--- src/rtl/spi3w_pkg.sv ---
package spi3w_pkg;
    localparam int INSTR_BITS = 16;
    localparam int BYTE_BITS  = 8;
    localparam int ADDR_BITS  = 13;
    localparam int CNT_BITS   = 2;
    localparam int BITCNT_W   = $clog2(INSTR_BITS);

    typedef enum logic [2:0] {
        ST_PIN,
        ST_IDLE,
        ST_INSTR,
        ST_FETCH,
        ST_DATA,
        ST_COMMIT,
        ST_DONE
    } xfer_state_e;
endpackage

--- src/rtl/spi3w_pin_sync.sv ---
module spi3w_pin_sync #(
    parameter int          WIDTH   = 3,
    parameter int          STAGES  = 2,
    parameter logic [WIDTH-1:0] RST_VAL = '0
) (
    input  logic             clk,
    input  logic             rst_n,
    input  logic [WIDTH-1:0] pin_i,
    output logic [WIDTH-1:0] lvl_o
);
    logic [WIDTH-1:0] stg_q [STAGES];

    always_ff @(posedge clk or negedge rst_n) begin
        if (!rst_n) begin
            for (int i = 0; i < STAGES; i++) stg_q[i] <= RST_VAL;
        end else begin
            stg_q[0] <= pin_i;
            for (int i = 1; i < STAGES; i++) stg_q[i] <= stg_q[i-1];
        end
    end

    assign lvl_o = stg_q[STAGES-1];
endmodule

--- src/rtl/spi3w_mode_entry.sv ---
module spi3w_mode_entry (
    input  logic clk,
    input  logic rst_n,
    input  logic csn_fall,
    input  logic sdi_lvl,
    input  logic sck_lvl,
    output logic spi_mode,
    output logic dflt_std,
    output logic dflt_fmt
);
    always_ff @(posedge clk or negedge rst_n) begin
        if (!rst_n) begin
            spi_mode <= 1'b0;
            dflt_std <= 1'b0;
            dflt_fmt <= 1'b0;
        end else if (!spi_mode && csn_fall) begin
            spi_mode <= 1'b1;
            dflt_std <= sdi_lvl;
            dflt_fmt <= sck_lvl;
        end
    end

    assert_mode_sticky_R2: assert property (@(posedge clk) disable iff (!rst_n)
        spi_mode |=> spi_mode);
    assert_dflt_hold_R2: assert property (@(posedge clk) disable iff (!rst_n)
        $past(spi_mode) |-> $stable({dflt_std, dflt_fmt}));
endmodule

--- src/rtl/spi3w_xfer_fsm.sv ---
module spi3w_xfer_fsm
    import spi3w_pkg::*;
(
    input  logic                 clk,
    input  logic                 rst_n,
    input  logic                 csn_fall,
    input  logic                 csn_rise,
    input  logic                 csn_lvl,
    input  logic                 sck_rise,
    input  logic                 sdi,
    input  logic                 spi_mode,
    input  logic [BYTE_BITS-1:0] reg_rdata,
    output logic [ADDR_BITS-1:0] reg_addr,
    output logic                 reg_wr_en,
    output logic [BYTE_BITS-1:0] reg_wdata,
    output logic                 reg_rd_en,
    output logic                 sdio_o,
    output logic                 sdio_oe
);
    xfer_state_e state_q, state_d;

    logic [BITCNT_W-1:0]   bit_cnt_q;
    logic [INSTR_BITS-2:0] instr_sh_q;
    logic [BYTE_BITS-1:0]  rx_sh_q, tx_sh_q;
    logic [ADDR_BITS-1:0]  addr_q;
    logic [CNT_BITS-1:0]   left_q;
    logic                  rd_q, unl_q;
    logic                  last_byte, instr_end, byte_end;

    assign last_byte = !unl_q && (left_q == '0);
    assign instr_end = sck_rise && (bit_cnt_q == BITCNT_W'(INSTR_BITS-1));
    assign byte_end  = sck_rise && (bit_cnt_q == BITCNT_W'(BYTE_BITS-1));

    // state register
    always_ff @(posedge clk or negedge rst_n) begin
        if (!rst_n) state_q <= ST_PIN;
        else        state_q <= state_d;
    end

    // next state
    always_comb begin
        state_d = state_q;
        unique case (state_q)
            ST_PIN, ST_IDLE: if (csn_fall) state_d = ST_INSTR;
            ST_INSTR:  if (csn_rise) state_d = ST_IDLE;
                       else if (instr_end) state_d = instr_sh_q[INSTR_BITS-2] ? ST_FETCH : ST_DATA;
            ST_FETCH:  state_d = csn_rise ? ST_IDLE : ST_DATA;
            ST_DATA:   if (csn_rise) state_d = ST_IDLE;
                       else if (byte_end) state_d = !rd_q ? ST_COMMIT : (last_byte ? ST_DONE : ST_FETCH);
            ST_COMMIT: state_d = csn_rise ? ST_IDLE : (last_byte ? ST_DONE : ST_DATA);
            ST_DONE:   if (csn_rise) state_d = ST_IDLE;
            default:   state_d = ST_IDLE;
        endcase
    end

    // datapath
    always_ff @(posedge clk or negedge rst_n) begin
        if (!rst_n) begin
            bit_cnt_q  <= '0;
            instr_sh_q <= '0;
            rx_sh_q    <= '0;
            tx_sh_q    <= '0;
            addr_q     <= '0;
            left_q     <= '0;
            rd_q       <= 1'b0;
            unl_q      <= 1'b0;
        end else begin
            if (csn_fall) bit_cnt_q <= '0;
            unique case (state_q)
                ST_INSTR: if (sck_rise) begin
                    instr_sh_q <= {instr_sh_q[INSTR_BITS-3:0], sdi};
                    bit_cnt_q  <= bit_cnt_q + 1'b1;
                    if (instr_end) begin
                        rd_q      <= instr_sh_q[INSTR_BITS-2];
                        left_q    <= instr_sh_q[ADDR_BITS+CNT_BITS-2:ADDR_BITS-1];
                        unl_q     <= &instr_sh_q[ADDR_BITS+CNT_BITS-2:ADDR_BITS-1];
                        addr_q    <= {instr_sh_q[ADDR_BITS-2:0], sdi};
                        bit_cnt_q <= '0;
                    end
                end
                ST_FETCH: tx_sh_q <= reg_rdata;
                ST_DATA: if (sck_rise) begin
                    rx_sh_q   <= {rx_sh_q[BYTE_BITS-2:0], sdi};
                    tx_sh_q   <= {tx_sh_q[BYTE_BITS-2:0], 1'b0};
                    bit_cnt_q <= bit_cnt_q + 1'b1;
                    if (byte_end) begin
                        bit_cnt_q <= '0;
                        if (rd_q) begin
                            addr_q <= addr_q + 1'b1;
                            if (!last_byte && !unl_q) left_q <= left_q - 1'b1;
                        end
                    end
                end
                ST_COMMIT: begin
                    addr_q <= addr_q + 1'b1;
                    if (!last_byte && !unl_q) left_q <= left_q - 1'b1;
                end
                default: ;
            endcase
        end
    end

    // outputs
    always_comb begin
        reg_addr  = addr_q;
        reg_wdata = rx_sh_q;
        reg_wr_en = (state_q == ST_COMMIT);
        reg_rd_en = (state_q == ST_FETCH);
        sdio_o    = tx_sh_q[BYTE_BITS-1];
        sdio_oe   = (state_q == ST_DATA) && rd_q;
    end

    assert_no_access_pin_mode_R1: assert property (@(posedge clk) disable iff (!rst_n)
        !spi_mode |-> !(reg_wr_en || reg_rd_en));
    assert_wr_single_pulse_R6: assert property (@(posedge clk) disable iff (!rst_n)
        reg_wr_en |=> !reg_wr_en);
    assert_wr_addr_step_R7: assert property (@(posedge clk) disable iff (!rst_n)
        reg_wr_en |=> (reg_addr == $past(reg_addr) + 1'b1));
    assert_rd_drives_line_R8: assert property (@(posedge clk) disable iff (!rst_n)
        (reg_rd_en && !csn_rise) |=> sdio_oe);
    assert_release_on_deselect_R9: assert property (@(posedge clk) disable iff (!rst_n)
        (csn_lvl && $past(csn_lvl)) |-> !sdio_oe);
endmodule

--- src/rtl/spi3w_reg_slave.sv ---
module spi3w_reg_slave
    import spi3w_pkg::*;
#(
    parameter int SYNC_STAGES = 2
) (
    input  logic                 clk,
    input  logic                 rst_n,
    input  logic                 spi_csn_i,
    input  logic                 spi_sclk_i,
    input  logic                 spi_sdio_i,
    output logic                 spi_sdio_o,
    output logic                 spi_sdio_oe,
    output logic                 spi_ctl_mode,
    output logic                 dflt_out_std,
    output logic                 dflt_fmt_sel,
    output logic [ADDR_BITS-1:0] reg_addr,
    output logic                 reg_wr_en,
    output logic [BYTE_BITS-1:0] reg_wdata,
    output logic                 reg_rd_en,
    input  logic [BYTE_BITS-1:0] reg_rdata
);
    logic [2:0] pin_lvl;
    logic       csn_lvl, sck_lvl, sdi_lvl;
    logic       csn_d, sck_d;
    logic       csn_fall, csn_rise, sck_rise;

    spi3w_pin_sync #(
        .WIDTH  (3),
        .STAGES (SYNC_STAGES),
        .RST_VAL(3'b100)
    ) u_sync (
        .clk  (clk),
        .rst_n(rst_n),
        .pin_i({spi_csn_i, spi_sclk_i, spi_sdio_i}),
        .lvl_o(pin_lvl)
    );

    assign {csn_lvl, sck_lvl, sdi_lvl} = pin_lvl;

    always_ff @(posedge clk or negedge rst_n) begin
        if (!rst_n) begin
            csn_d <= 1'b1;
            sck_d <= 1'b0;
        end else begin
            csn_d <= csn_lvl;
            sck_d <= sck_lvl;
        end
    end

    assign csn_fall = csn_d && !csn_lvl;
    assign csn_rise = !csn_d && csn_lvl;
    assign sck_rise = !sck_d && sck_lvl && !csn_lvl;

    spi3w_mode_entry u_mode (
        .clk     (clk),
        .rst_n   (rst_n),
        .csn_fall(csn_fall),
        .sdi_lvl (sdi_lvl),
        .sck_lvl (sck_lvl),
        .spi_mode(spi_ctl_mode),
        .dflt_std(dflt_out_std),
        .dflt_fmt(dflt_fmt_sel)
    );

    spi3w_xfer_fsm u_fsm (
        .clk      (clk),
        .rst_n    (rst_n),
        .csn_fall (csn_fall),
        .csn_rise (csn_rise),
        .csn_lvl  (csn_lvl),
        .sck_rise (sck_rise),
        .sdi      (sdi_lvl),
        .spi_mode (spi_ctl_mode),
        .reg_rdata(reg_rdata),
        .reg_addr (reg_addr),
        .reg_wr_en(reg_wr_en),
        .reg_wdata(reg_wdata),
        .reg_rd_en(reg_rd_en),
        .sdio_o   (spi_sdio_o),
        .sdio_oe  (spi_sdio_oe)
    );
endmodule

--- config.mk ---
export PLATFORM = sky130hd
export DESIGN_NAME = spi3w_reg_slave
export DESIGN_NICKNAME = d
export VERILOG_FILES = /design/src/rtl/spi3w_pkg.sv /design/src/rtl/spi3w_pin_sync.sv /design/src/rtl/spi3w_mode_entry.sv /design/src/rtl/spi3w_xfer_fsm.sv /design/src/rtl/spi3w_reg_slave.sv
export SDC_FILE = /design/constraint.sdc
export NUM_CORES = 1
export LEC_CHECK = 0
export ABC_CLOCK_PERIOD_IN_PS = 5400
export CORE_UTILIZATION = 60
export DETAILED_ROUTE_END_ITERATION = 8
export DONT_BUFFER_PORTS = 1
export PLACE_DENSITY = 0.76
export SLEW_MARGIN = 20
export SYNTH_ARGS = -nofsm -noshare
export SYNTH_HDL_FRONTEND = slang
export SYNTH_SLANG_ARGS = --single-unit
--- constraint.sdc ---
create_clock -name clk -period 5.4 [get_ports clk]
set_input_delay 0 -clock clk [delete_from_list [all_inputs] [get_ports clk]]
set_output_delay 0 -clock clk [all_outputs]
set_load 0.1 [all_outputs]
Yosys cells after proc, flatten, opt, wreduce, memory -nomap -nowiden:

Cells that the tools add are included.

* add/subtract/negate cells: 3
* reduce and logical (&&, ||, !) cells: 28
* equality and inequality tests: 17
* muxes and demuxes: 34

Operator list (count)
* 2-to-1 mux 13 bit: 5
* one-hot mux 13 bit (3 select lines): 1
* 2-to-1 mux 3 bit: 11
* 2-to-1 mux 4 bit: 5
* one-hot mux 3 bit (6 select lines): 1
* one-hot mux 8 bit (2 select lines): 1
* 2-to-1 mux 2 bit: 7
* != test 2 x 1 -> 1 bit (second input constant): 7
* adder 13 x 1 -> 13 bit (second input constant): 1
* logical AND 1 bit: 10
* equality test 3 bit (second input constant): 3
* 2-to-1 mux 8 bit: 1
* one-hot mux 4 bit (2 select lines): 1
* AND reduction 2 bit: 4
* equality test 3 x 2 -> 1 bit (second input constant): 2
* logical NOT 1 bit: 6
* != test 3 x 1 -> 1 bit (second input constant): 2
* one-hot mux 2 bit (3 select lines): 1
* AND reduction 6 bit: 1
* adder 4 x 1 -> 4 bit (second input constant): 1
* equality test 4 x 3 -> 1 bit (second input constant): 1
* equality test 4 bit (second input constant): 1
* AND reduction 4 bit: 1
* equality test 3 x 1 -> 1 bit (second input constant): 1
* other kinds (7): 7

* register bits: 66
* bits of input ports: 13
* word-level logic and storage cells: 98

Longest topological paths before layout:

* word-level depth: 9
* gate-level depth with buffers: 8
* mapped depth without buffers: 6

Modules after synthesis:

From an unflattened synthesis, not the netlist that was laid out.

* cell total of the unflattened synthesis: 295
* area, all modules: 3218.1 µm²

Modules (own cells, without submodules)
* spi3w_xfer_fsm: cells an instance 274, area each 2839.0 µm², times used 1
* spi3w_pin_sync: cells an instance 9, area each 175.2 µm², times used 1
* spi3w_mode_entry: cells an instance 7, area each 125.1 µm², times used 1
* spi3w_reg_slave: cells an instance 5, area each 78.8 µm², times used 1

Worst setup path before layout:

OpenSTA, ideal clock, no wires.

* path type: register -> output
* start point: register u_fsm.state_q[1]
* end point: output reg_wr_en
* data arrival time: 2311 ps
* path slack: 3089 ps
* data required time: 5400 ps
* cell stages (with the launch flop): 6
* cells stage by stage: dfrtp_1 -> clkbuf_1 -> nand2b_1 -> buf_2 -> buf_2 -> nor2_1

* word-level cells in the longest chain between the ends: 1

RTL lines
* start: declaration: RTL line spi3w_xfer_fsm.sv:20 `xfer_state_e state_q, state_d;`
* start signal: assignment: RTL line spi3w_xfer_fsm.sv:37 `else state_q <= state_d;`
* equality test 3 bit: RTL line spi3w_xfer_fsm.sv:107 `reg_wr_en = (state_q == ST_COMMIT);`
* end: declaration: RTL line spi3w_reg_slave.sv:17 `output logic reg_wr_en,`

No other way between the ends.

Final worst setup path:

* start point: register u_fsm.state_q[2]
* end point: register u_fsm.state_q[1]

* word-level cells in the longest chain between the ends: 4
* elaborated cells between the ends (all ways): 14
* those cells by class: 10 x eq/ne; 1 x mux; 3 x reduce/logical

RTL lines
* equality test 3 x 1 -> 1 bit or logical NOT 3 bit (tied branches): RTL line spi3w_xfer_fsm.sv:43 `unique case (state_q)`
* OR reduction 2 bit: RTL line spi3w_xfer_fsm.sv:43
* != test 2 x 1 -> 1 bit (no source line)
* AND reduction 4 bit (no source line)

Parallel ways exist; a longest one is shown, timed or not.
A chain may end at the register's enable or synchronous reset.

==> flow_metrics.tcl <==
set metrics [dict create \
    status "finished clean" \
    die_height_um 76.1 \
    r2r_setup_slack_ps 2630 \
    fillers 370 \
    routabilityCongestion 0.847 \
    cts.clk_slew.worst_paths_ps 70 \
    rows 26 \
    synth-seq-area-share_pct 50.3 \
    grt_pass1_wl_um 12200 \
    period_share_pct 51.2 \
    start_kind "flip-flop" \
    mostFrequentLayoutCells "dfrtp_1 (63), nand2_1 (41), nand3_1 (18)" \
    vias 2482 \
    cp.arrival_ps 3020 \
    core-area_mm2 0.00520 \
    fmaxAchievable_ghz 0.361 \
    ir_drop_mv 0.389 \
    grt_pass1_vias 2449 \
    final_common_cell "dfrtp_1" \
    yosys_warnings 0 \
    cts_buffer_depth 2 \
    synth_fp_nets 321 \
    cp.required_ps 5660 \
    io_buffers 0 \
    max-cap-violations 0 \
    synth_enable_flop_cells 0 \
    dr.pass1.iters 4 \
    grt_max_degree 67 \
    hold_viol_final 0 \
    p_per_area_mw_per_mm2 489 \
    cts-root-buf "clkbuf_8" \
    drt-wirelength-per-cell_um 18.8 \
    r2r_cells 4 \
    drt_wl_total_um 7260 \
    grt-ovfl-total 0 \
    setup_viol 0 \
    die_w_um 76.1 \
    antenna_found_initial 0 \
    rsz0062_at_grt "no" \
    clkSinkCount 66 \
    track_usage_pct 27.3 \
    drv_slew 0 \
    drc_errors 0 \
    crit_fanout 15 \
    post-cts-setup-buffers 0 \
    min_period_ps 2770 \
    synthCells 305 \
    h-tree-depth 3 \
    hpwl_um 4440 \
    ys_types 53 \
    ios 41 \
    initial_utilization_pct 63.3 \
    skew_ps 12.7 \
    postRouteAntennaNets 0 \
    cts_buffers 9 \
    syn_to_final_growth_pct 11.7 \
    async_flop_share_pct 100 \
    instances_no_fill 387 \
    synthFlopType "dfrtp_1" \
    leakagePower_nw 1.59 \
    first_iter_violations 231 \
    synth-seq-cells 66 \
    hold_ws_ps 185 \
    clk-insertion-delay-late_ps 350 \
    cts_tree "built" \
    drive_above_1_share_pct 17.0 \
    r2r-start "u_fsm.state_q[2]" \
    vias_per_cell 6.41 \
    final_nets 328 \
    slew_headroom_pct 27.3 \
    synth_area_mm2 0.00329 \
    end_kind "flip-flop" \
    insertedDiodeCount 0 \
    criticalPathCategory "reg -> reg" \
    worstMarginPinSlew_ps 1090 \
    avgSynthCellArea_um2 10.8 \
    place_inst 358 \
    r2r_end "u_fsm.state_q[1]" \
    fin_tns_setup_ps 0 \
    hp-class "in -> async" \
    die-area_mm2 0.00579 \
]
## metrics by stage
step | power, mW | cell area, um2 | setup WS [ps] | util [%]
after floorplan | 1.20 | 3290 | 3090 | -
after global placement | 1.26 | 3300 | 2740 | 63.4
after detailed placement | 1.28 | 3300 | 2670 | 63.4
after CTS | 1.79 | 3680 | 2660 | 70.7
after global routing | 1.88 | 3680 | 2510 | 70.7
final | 1.80 | 3680 | 2630 | 70.7
## timing repair
| action | 4_1_cts | 5_1_grt |
|---|---|---|
| hold buffers | 13 | 0 |
| endpoints found under the hold margin | 77 | 0 |
| resized for setup | 0 | 0 |
## layout make-up
| type | count | area [um2] | share of cell area, % |
|---|---|---|---|
| flip-flops and latches | 66 | 1660 | 45.0 |
| multi-input cells | 215 | 1520 | 41.4 |
| repair buffers | 15 | 163 | 4.42 |
| clock buffers | 10 | 128 | 3.47 |
| clock inverters | 6 | 105 | 2.86 |
| well taps | 70 | 87.6 | 2.38 |
| inverters | 5 | 18.8 | 0.510 |
## state kept, by name, summed over array words and instances, names as in the netlist
signal            count
u_fsm.reg_addr       13
sck_d                 1
u_fsm.reg_wdata       8
u_mode.dflt_fmt       1
u_sync.lvl_o          3
u_fsm.bit_cnt_q       4
u_sync.stg_q          3
u_fsm.left_q          2
u_fsm.unl_q           1
u_mode.dflt_std       1
csn_d                 1
u_fsm.instr_sh_q     15
u_fsm.state_q         3
u_mode.spi_mode       1
u_fsm.rd_q            1
u_fsm.tx_sh_q         8
## cells by family after synthesis
| kind of cell | after synthesis | share of synthesized area (%) |
|---|---|---|
| fa+ha+maj | 4 | 1.44 |
| compound gates | 67 | 14.3 |
| simple gates | 108 | 17.1 |
| buf+inv | 24 | 3.76 |
| flops | 66 | 50.3 |
| mux | 36 | 13.1 |
## Yosys cell counts, drive strengths merged (4+ instances only)
cell type | n | area (um2)
dfrtp | 63 | 1580
nand2 | 41 | 154
mux2 | 27 | 342
nand3 | 18 | 90.1
o21ai | 15 | 75.1
buf | 10 | 71.3
a21oi | 9 | 45.0
clkbuf | 9 | 33.8
mux2i | 9 | 90.1
o211ai | 8 | 60.1
nor2 | 7 | 26.3
o221ai | 7 | 61.3
nand2b | 6 | 37.5
inv | 5 | 18.8
nor3 | 5 | 25.0
o31a | 5 | 43.8
a211oi | 4 | 30.0
nor2b | 4 | 25.0
nor3b | 4 | 35.0
## worst max-delay path by stage
stage | startpoint | end | depth (start not counted)
after floorplan | u_fsm.state_q[1] | reg_wr_en | 5
after global placement | u_fsm.state_q[2] | u_fsm.state_q[1] | 4
after detailed placement | u_fsm.state_q[2] | u_fsm.state_q[1] | 4
after CTS | u_fsm.state_q[2] | u_fsm.state_q[1] | 4
after global routing | u_fsm.state_q[2] | u_fsm.state_q[1] | 4
final | u_fsm.state_q[2] | u_fsm.state_q[1] | 4
## report_power, final
part / switching (mW) / internal, mW / total [mW]
combinational: 0.219 / 0.147 / 0.366
clock: 0.194 / 0.305 / 0.499
sequential: 0.361 / 0.571 / 0.932
total: 0.774 / 1.02 / 1.80
## critical path, cell delays in order (launching register included)
cell	delay, ps
dfrtp_1	580
nor3b_2	760
and2_1	910
nor4_1	160
o31ai_1	250
## routing by layer
metal / vias to the layer above / global-route usage [%] / wire, um
met5: - / 0 / 0
met4: 0 / 13.8 / 157
met3: 14 / 5.39 / 454
met2: 93 / 42.1 / 3490
met1: 1231 / 36.9 / 3160
li1: 1144 / - / -
Note: power is estimated with default switching activity, not from simulation.
